--- config.mk ---
export PLATFORM = sky130hd
export DESIGN_NAME = ind_bus_bridge
export DESIGN_NICKNAME = d
export VERILOG_FILES = /design/src/rtl/ind_bus_bridge.sv
export SDC_FILE = /design/constraint.sdc
export NUM_CORES = 1
export LEC_CHECK = 0
export BUFFER_PORTS_ARGS = -buffer_cell sky130_fd_sc_hd__buf_2
export CAP_MARGIN = 20
export CORE_ASPECT_RATIO = 1.1
export CORE_MARGIN = 4
export CORE_UTILIZATION = 30
export CTS_CLUSTER_DIAMETER = 50
export DETAILED_ROUTE_END_ITERATION = 12
export GPL_ROUTABILITY_DRIVEN = 0
export PLACE_DENSITY = 0.6
export SLEW_MARGIN = 20
export SYNTH_ARGS = -nofsm -noshare
export SYNTH_HDL_FRONTEND = slang
export SYNTH_SLANG_ARGS = --single-unit
--- constraint.sdc ---
create_clock -name clk -period 2.5 [get_ports clk]
set_input_delay 0.125 -clock clk [delete_from_list [all_inputs] [get_ports clk]]
set_output_delay 0.125 -clock clk [all_outputs]
set_load 0.02 [all_outputs]
--- src/rtl/ind_bus_bridge.sv ---
module ind_bus_bridge #(
  parameter int HADDR_W   = 8,
  parameter int MAX_BYTES = 8
) (
  input  logic               clk,
  input  logic               rst_n,
  input  logic               h_sel,
  input  logic               h_wr,
  input  logic [HADDR_W-1:0] h_addr,
  input  logic [63:0]        h_wdata,
  output logic [63:0]        h_rdata,
  output logic               dn_valid,
  output logic               dn_we,
  output logic [31:0]        dn_addr,
  output logic [3:0]         dn_len,
  output logic [31:0]        dn_wdata,
  input  logic               dn_ready,
  input  logic [31:0]        dn_rdata,
  input  logic               dn_err
);
  localparam logic [1:0] SEL_CMD = 2'd0, SEL_RST = 2'd1, SEL_STAT = 2'd2, SEL_DATA = 2'd3;
  localparam int RD_FLAG = 48;
  localparam int LEN_LO  = 56;
  localparam int DONE_B  = 11;
  localparam int DAT_LO  = 26;
  localparam int LANES   = 4;

  logic [1:0]  rsel;
  logic [3:0]  cmd_len;
  logic        cmd_go, stat_rd, finish;
  logic        pend_q, we_q, st_done_q;
  logic [31:0] addr_q, data_q, st_data_q, lane_mask;
  logic [3:0]  len_q;
  logic [63:0] stat_word;

  assign rsel    = h_addr[4:3];
  assign cmd_len = h_wdata[LEN_LO+3:LEN_LO];
  assign cmd_go  = h_sel && h_wr && rsel == SEL_CMD && !pend_q &&
                   ({28'd0, cmd_len} <= MAX_BYTES);
  assign stat_rd = h_sel && !h_wr && rsel == SEL_STAT;
  assign finish  = pend_q && dn_ready;

  always_comb begin
    for (int i = 0; i < LANES; i++)
      lane_mask[31-8*i -: 8] = ({28'd0, len_q} > i) ? 8'hFF : 8'h00;
  end

  always_ff @(posedge clk) begin
    if (!rst_n) begin
      pend_q <= 1'b0;
      we_q   <= 1'b0;
      addr_q <= '0;
      len_q  <= '0;
    end else if (cmd_go) begin
      pend_q <= 1'b1;
      we_q   <= !h_wdata[RD_FLAG];
      addr_q <= h_wdata[31:0];
      len_q  <= cmd_len;
    end else if (finish) begin
      pend_q <= 1'b0;
    end
  end

  always_ff @(posedge clk) begin
    if (!rst_n)
      data_q <= '0;
    else if (h_sel && h_wr && rsel == SEL_DATA)
      data_q <= h_wdata[63:32];
  end

  always_ff @(posedge clk) begin
    if (!rst_n) begin
      st_done_q <= 1'b0;
      st_data_q <= '0;
    end else if (finish) begin
      st_done_q <= 1'b1;
      if (we_q)        st_data_q <= '0;
      else if (dn_err) st_data_q <= '1;
      else             st_data_q <= dn_rdata & lane_mask;
    end else if (stat_rd) begin
      st_done_q <= 1'b0;
      st_data_q <= '0;
    end
  end

  assign stat_word = {6'd0, st_data_q, 14'd0, st_done_q, 11'd0};

  always_comb begin
    h_rdata = '0;
    if (h_sel && !h_wr) begin
      case (rsel)
        SEL_STAT: h_rdata = stat_word;
        SEL_DATA: h_rdata = {data_q, 32'd0};
        default:  h_rdata = '0;
      endcase
    end
  end

  assign dn_valid = pend_q;
  assign dn_we    = we_q;
  assign dn_addr  = addr_q;
  assign dn_len   = len_q;
  assign dn_wdata = data_q;

  a_r2_launch: assert property (@(posedge clk) disable iff (!rst_n)
    (h_sel && h_wr && h_addr[4:3] == 2'd0 && !dn_valid && h_wdata[59:56] <= 4'd8)
    |=> (dn_valid && dn_addr == $past(h_wdata[31:0]) && dn_we == !$past(h_wdata[48])));

  a_r3_reject: assert property (@(posedge clk) disable iff (!rst_n)
    (h_sel && h_wr && h_addr[4:3] == 2'd0 && !dn_valid && h_wdata[59:56] > 4'd8)
    |=> (!dn_valid && $stable(stat_word)));

  a_r10_hold: assert property (@(posedge clk) disable iff (!rst_n)
    (dn_valid && !dn_ready)
    |=> (dn_valid && $stable(dn_addr) && $stable(dn_len) && $stable(dn_we)));

  a_r5_read_fail: assert property (@(posedge clk) disable iff (!rst_n)
    (dn_valid && dn_ready && !dn_we && dn_err)
    |=> (st_done_q && st_data_q == 32'hFFFF_FFFF));

  a_r6_write_done: assert property (@(posedge clk) disable iff (!rst_n)
    (dn_valid && dn_ready && dn_we)
    |=> (st_done_q && st_data_q == 32'd0));

  a_r7_clear: assert property (@(posedge clk) disable iff (!rst_n)
    (h_sel && !h_wr && h_addr[4:3] == 2'd2 && !(dn_valid && dn_ready))
    |=> (stat_word == 64'd0));
endmodule

### After elaboration in Yosys (flattened, before gate mapping)

Cells that the tools add are included.

* $lt $le $gt $ge: 5
* equal/unequal tests: 2
* multiplexer cells: 14
* bitwise logic cells: 1
* reduce and logical (&&, ||, !) cells: 14

Operator list (number)
* 2-to-1 mux 32 bit: 4
* one-hot mux 64 bit (2 select lines): 1
* 2-to-1 mux 64 bit: 1
* AND 32 bit: 1
* 2-to-1 mux 8 bit: 4
* greater-than comparator 4 x 1 -> 1 bit, second input constant: 2
* greater-than comparator 4 x 2 -> 1 bit, second input constant: 2
* logical AND 1 bit: 8
* == test 2 bit, second input constant: 2
* <= comparator 4 bit, second input constant: 1
* 2-to-1 mux 1 bit: 4
* nonzero test 2 bit: 2
* logical NOT 1 bit: 3
* logical NOT 2 bit: 1

* register bits after elaboration: 103
* input port bits: 110

### Depth between registers and ports, before layout

Gate-level depths: netlist of run 1.

* word-level depth: 6
* depth in mapped cells: 6
* mapped depth without buffers: 3

### Worst setup path before layout of run 1

Ideal clock, no wire load.

* path type: flip-flop to flip-flop
* start: register we_q, in the netlist dn_we
* end: register st_data_q[10]
* library setup time: 0.127 ns
* arrival time: 1.330 ns
* setup slack: 1.043 ns
* stages on the path, launching flop included: 6
* path buffers: 2
* cell sequence: dfxtp_1 -> and3b_1 -> clkbuf_2 -> nand2_1 -> clkbuf_1 -> o2bb2ai_1

* cells in the longest elaborated chain, start to end: 2

Ends and longest elaborated chain
* start: declaration: RTL line 31 `logic pend_q, we_q, st_done_q;`
* start signal: assignment: RTL line 56 `we_q <= !h_wdata[RD_FLAG];`
* 2-to-1 mux 32 bit: RTL line 77 `if (we_q) st_data_q <= '0;`
* 2-to-1 mux 32 bit: RTL line 75 `end else if (finish) begin`
* end signal: assignment: RTL line 79 `else st_data_q <= dn_rdata & lane_mask;`
* end: declaration: RTL line 32 `logic [31:0] addr_q, data_q, st_data_q, lane_mask;`

Every way passes these cells.
A chain may end at the register's enable or synchronous reset.

### Worst setup path in the final report of run 1

* start: register len_q[3], in the netlist dn_len[3]
* end: register st_data_q[30]

* cells in the longest elaborated chain, start to end: 6

Ends and longest elaborated chain
* start: declaration: RTL line 33 `logic [3:0] len_q;`
* start signal: assignment: RTL line 58 `len_q <= cmd_len;`
* greater-than comparator 4 x 1 -> 1 bit: RTL line 45 `lane_mask[31-8*i -: 8] = ({28'd0, len_q} > i) ? 8'hFF : 8'h00;`
* 2-to-1 mux 8 bit: RTL line 45
* AND 32 bit: RTL line 79
* 2-to-1 mux 32 bit: RTL line 78 `else if (dn_err) st_data_q <= '1;`
* 2-to-1 mux 32 bit: RTL line 77
* 2-to-1 mux 32 bit: RTL line 75

Every way passes these cells.

==> impl_results.md, run 1 <==
- Final number of hold-violating endpoints: 0
- Drt first pass iters: 5
- Top_reg_cell synth: dfxtp_1
- Tcrit/Tclk final: 71.4%
- GRT overflow: 0
- Clk sinks: slightly above 100
- CTS max path bufs: 2
- Clk pin slew, worst setup/hold paths: 80 ps
- Routed len/inst: around 15 um
- Share of cells above drive strength 1: approximately 33%
- Via count: ~4200
- Sequential Area: between 2000 and 2500 um2
- Global-route wire length before repair: between 20000 and 25000 um
- Clk_skew: 5.73 ps
- Footprint of the multi-input gates: 2230 um2
- Crit path arrival time: 2010 ps
- Slew headroom: between 30% and 40%
- CP endpoint kind: flop
- Port Buffers: roughly 210
- Synthesized netlist cell count: between 500 and 600
- Resize count post-CTS: 0
- Critical path class: reg2reg
- Crit path max fanout: 12
- DRC Markers: 0
- Vias in the first global route: about 4000
- FF-to-FF Start: dn_len[3]$_SDFFE_PN0P_
- Antenna Nets Post-Route: 0
- Yosys warning total: 0
- RSZ-0062 raised after global routing: false
- Unique cell type count in the Yosys netlist: 37
- Hold path cells: 3
- Final core utilization: around 40%
- Initial DRC count: 120
- Pleak: approximately 2.8 nW
- Starting Density: between 30% and 40%
- Latest clock arrival within the worst-skew pair: 350 ps
- Worst setup path startpoint: dn_len[3]$_SDFFE_PN0P_
- Vias/cell: approximately 4.6
- CTS tree: yes
- Worst hold path startpoint: h_wdata[28]
- Placed cell count: between 800 and 900
- Die extent in y: about 140 um
- DIE AREA: ~17000 um2
- Die X: 126 um
- Setup violations, final: 0
- Top-count cell post-synth: nand2_1
- Max H-tree Level: 3
- Post-Route WL: between 10000 and 15000 um
- Status: finished clean
- Synth area leaders: dfxtp_1, nand2_1, mux2i_1
- Seq cells post-synth: just over 100
- Reg2Reg Setup Slack: 720 ps
- CTS buffer count: 9
- DP Area: 5700 um2
- Metal3 WL: roughly 1300 um
- Cell taking the most area after synthesis: dfxtp_1
- All-Layer GR Usage: approximately 16%
- Synth cell count leaders: nand2_1, dfxtp_1, a21boi_0, mux2i_1, buf_4
- Hold Crit Class: in2reg
- Top cell type's share of synthesized area: roughly 45%
- Fmax: approximately 0.56 GHz
- DP Wirelength: around 10000 um
- NumNets Final: about 830
- Layout Cells excl Fill: between 900 and 1000
- EDFF count, synth: 0
- Root buffer cell: clkbuf_16
- Crit start category: flop
- Hold_buf cts: 11
- DR WL met2: approximately 6600 um
- Max-cap viol count: 0
- Fillers: ~1600
- # IOs: 244
- Asr flop ratio synth: 0%
- N_diodes: 0
- Number of post-CTS setup repair buffers: 0
- Area grow syn2layout: 32.5%
- Cell Rows: 47
- Core Box Area: approximately 15000 um2
- Sequential fraction of the synthesis area: 44.8%
- Worst vdd rail ir drop: roughly 0.00028 V
- WL met1: between 5000 and 6000 um
- Top Metal Used: met4
- Slew @ Worst Pin: 974 ps
- PwrDens: around 550 nW/um2
- Min Hold Slack: 8.82 ps
- Largest net degree at the start of global routing: 118
- R2R depth: 3
- Final design area excluding fillers: approximately 6000 um2
- Synthesized area: between 4000 and 5000 um2
- Final setup TNS: 0 ps
- Final Max Slew Viols: 0
- Initial antenna violation count: 0
- Min Clock Period, post-route: 1780 ps
- Mean Syn Cell Area: about 9 um2
- WP data required: between 2000 and 3000 ps
registers in the layout (all words and copies together) (netlist names):
signal	flops
st_done_q	1
st_data_q	32
dn_valid	1
dn_len	4
dn_we	1
dn_addr	32
dn_wdata	32
cells by family after synthesis:
logic type	count (synthesis)	share of synthesized area, %
AOI/OAI and AO/OA	129	21.6
buffers and inverters	68	8.98
DFF	103	44.8
muxes	35	7.62
other	1	0.0815
and+or+nand+nor	181	16.9
through the flow:
stage / total power, mW / setup slack, ps
after floorplan: 1.93 / 1040
after global placement: 2.05 / 687
after detailed placement: 2.05 / 655
after CTS: 3.44 / 630
after global routing: 3.53 / 540
final: 3.38 / 716
routing by layer:
layer	vias up	track usage [%]
li1	2122	-
met1	1936	19.7
met2	167	25.4
met3	11	5.28
met4	0	5.36
met5	-	0
cell type report:
type / count / share of cell area (%)
Timing Repair Buffer: 232 / 21.0
Clock buffer: 9 / 3.69
Multi-Input combinational cell: 370 / 36.6
Sequential cell: 103 / 33.8
Clock inverter: 7 / 0.924
Tap cell: 196 / 4.02
worst max-delay path, stage by stage, from the launching register on:
cell and delay [ps]:
dfxtp_1 440, or3_1 600, o311ai_4 470, o2bb2ai_1 140
where the power goes:
group          internal [mW]  switching [mW]  leakage, nW
clock                  0.688           0.664        0.137
combinational          0.136           0.207         1.80
sequential              1.66          0.0166        0.832
total                   2.49           0.888         2.76
path summary, 6_finish.rpt:
| path | endpoint |
|---|---|
| min reg2reg | dn_addr[26]$_SDFFE_PN0P_ |
| max reg2reg | st_data_q[30]$_SDFFE_PN0P_ |
| max | st_data_q[30]$_SDFFE_PN0P_ |
| min | dn_addr[28]$_SDFFE_PN0P_ |
cell usage in the layout (no fill, tap or decap), drive strengths merged, types with 2 or more instances in the layout:
master / count
nand2: 139
buf: 221
clkinv: 3
a22o: 26
and4: 2
nor3: 2
and2: 13
a21boi: 41
a21oi: 16
dlygate4sd3: 11
o21ai: 8
o21a: 9
clkbuf: 9
o2bb2ai: 24
nand3: 8
nor2: 8
dfxtp: 103
mux2i: 35
inv: 3
conb: 25
Power figures use the tool's default switching activity.
==> run 2, diff against run 1 <==
--- a/config.mk
+++ b/config.mk
@@ -13,7 +13,7 @@
 export CTS_CLUSTER_DIAMETER = 50
 export DETAILED_ROUTE_END_ITERATION = 12
 export GPL_ROUTABILITY_DRIVEN = 0
-export PLACE_DENSITY = 0.6
+export PLACE_DENSITY = 0.62
 export SLEW_MARGIN = 20
 export SYNTH_ARGS = -nofsm -noshare
 export SYNTH_HDL_FRONTEND = slang
==> constraint.sdc (replaced) <==
create_clock -name clk -period 1.5 [get_ports clk]
set_input_delay 0.075 -clock clk [delete_from_list [all_inputs] [get_ports clk]]
set_output_delay 0.075 -clock clk [all_outputs]
set_load 0.02 [all_outputs]
==> impl_results.md, run 2 (same netlist as run 1, synthesis figures left out) <==
- Status: finished clean
- Post-Route WL: around 15000 um
- Core Box Area: 15100 um2
- # IOs: around 240
- Die X: about 130 um
- Commonest non-fill, non-tap cell in the layout: buf_2
- Max-cap viol count: 0
- Largest net degree at the start of global routing: 52
- DRC Markers: 0
- Part of the power in registers: a little under half
- Crit path max fanout: 12
- Clock power share: 42.2%
- Vias in the first global route: about 4500
- Pleak: between 3 and 4 nW
- RSZ-0062 raised after global routing: false
- Crit path arrival time: around 1700 ps
- Footprint of the multi-input gates: 2230 um2
- Clk_skew: between 5 and 6 ps
- Final number of hold-violating endpoints: 0
- P_sw: 1.49 mW
- Initial DRC count: 126
- GRT overflow: 0
- Worst vdd rail ir drop: ~0.00056 V
- Tcrit/Tclk final: a little over nine tenths
- Drt first pass iters: 4
- NumNets Final: 910
- Routed len/inst: 15.3 um
- Combinational power share: 12.3%
- Hold Crit Class: in2reg
- N_diodes: 0
- CP endpoint kind: flop
- Fmax: ~0.70 GHz
- Clk pin slew, worst setup/hold paths: approximately 70 ps
- Sequential Area: 2060 um2
- CTS buffer count: 9
- Cell Rows: 47
- Vias/cell: about 4.5
- Commonest cells after routing, fill and taps aside: buf_2, nand2_1, dfxtp_1
- Latest clock arrival within the worst-skew pair: roughly 350 ps
- DP Wirelength: roughly 10000 um
- Critical path class: in2reg
- All-Layer GR Usage: ~17%
- DIE AREA: between 15000 and 20000 um2
- Via count: about 4500
- Initial antenna violation count: 0
- Root buffer cell: clkbuf_16
- Pint: roughly 4.7 mW
- Fillers: approximately 1400
- Global-route wire length before repair: ~23000 um
- Setup violations, final: 0
- Share of cells above drive strength 1: between 30% and 40%
- Crit start category: primary input
- Overall power: between 6 and 7 mW
- Die extent in y: 138 um
- CTS tree: yes
- PwrDens: 873 nW/um2
- Final Max Slew Viols: 0
- Clk sinks: between 100 and 150
- Antenna Nets Post-Route: 0
- CTS max path bufs: 2
- Max H-tree Level: 3
- R2R depth: 4
- Final setup TNS: 0 ps
- Starting Density: a little under a third
- Sw frac: approximately 24%
- Min Clock Period, post-route: 1440 ps
- Area grow syn2layout: 53.1%
- Port Buffers: 212
- WP data required: 1770 ps
- Hold path cells: 3
## run 2: worst max-delay path, stage by stage
cell           delay (ps)
dlygate4sd3_1         540
buf_2                 150
o31ai_2               250
and4_4                320
buf_12                170
mux2i_1               200
## run 2: repair_timing
action	4_1_cts	5_1_grt
resized for setup	0	2
setup endpoints to repair	0	22
endpoints found under the hold margin	85	0
buffers inserted	0	0
hold buffers	82	0
## run 2: metal layers
| layer | track usage [%] | up-vias | part of all wire (%) |
|---|---|---|---|
| met5 | 0 | - | 0 |
| met4 | 5.30 | 0 | 1.4 |
| met3 | 5.28 | 14 | 8.3 |
| met2 | 30.5 | 173 | 50 |
| met1 | 19.6 | 2063 | 41 |
| li1 | - | 2290 | - |
## run 2: path summary, 6_finish.rpt
path                                  from                        end  slack, ps
setup reg to reg     dn_valid$_SDFFE_PN0P_   dn_addr[17]$_SDFFE_PN0P_        120
hold reg to reg   dn_addr[27]$_SDFFE_PN0P_   dn_addr[27]$_SDFFE_PN0P_        460
hold / removal                 dn_rdata[8]  st_data_q[8]$_SDFFE_PN0P_         20
setup / recovery               h_wdata[56]   dn_addr[17]$_SDFFE_PN0P_         60
## run 2: final cells by class
class	instances	share of cell area, %
Tap cell	196	3.48
Multi-Input combinational cell	370	31.7
Clock inverter	6	1.32
Sequential cell	103	29.3
Timing Repair Buffer	316	30.8
Clock buffer	10	3.39
## run 2: through the flow
stage	util (%)	cell area (um2)	instances	hold WS (ps)	setup slack (ps)
after global placement	38.9	5860	902	320	154
after floorplan	-	4690	541	210	43.0
final	46.8	7040	1001	15.9	61.9
after detailed placement	38.9	5860	902	328	95.7
after global routing	46.8	7040	1001	4.04	22.7
after CTS	46.6	7010	1000	0.851	45.5
## run 2: power groups by stage
stage	Sequential (mW)	Clock, mW	Combinational [mW]
floorplan	2.90	0	0.327
finish	2.80	2.59	0.757
global placement	2.86	0	0.583
detailed placement	2.86	0	0.585
CTS	2.79	2.69	0.750
global route	2.80	2.80	0.825
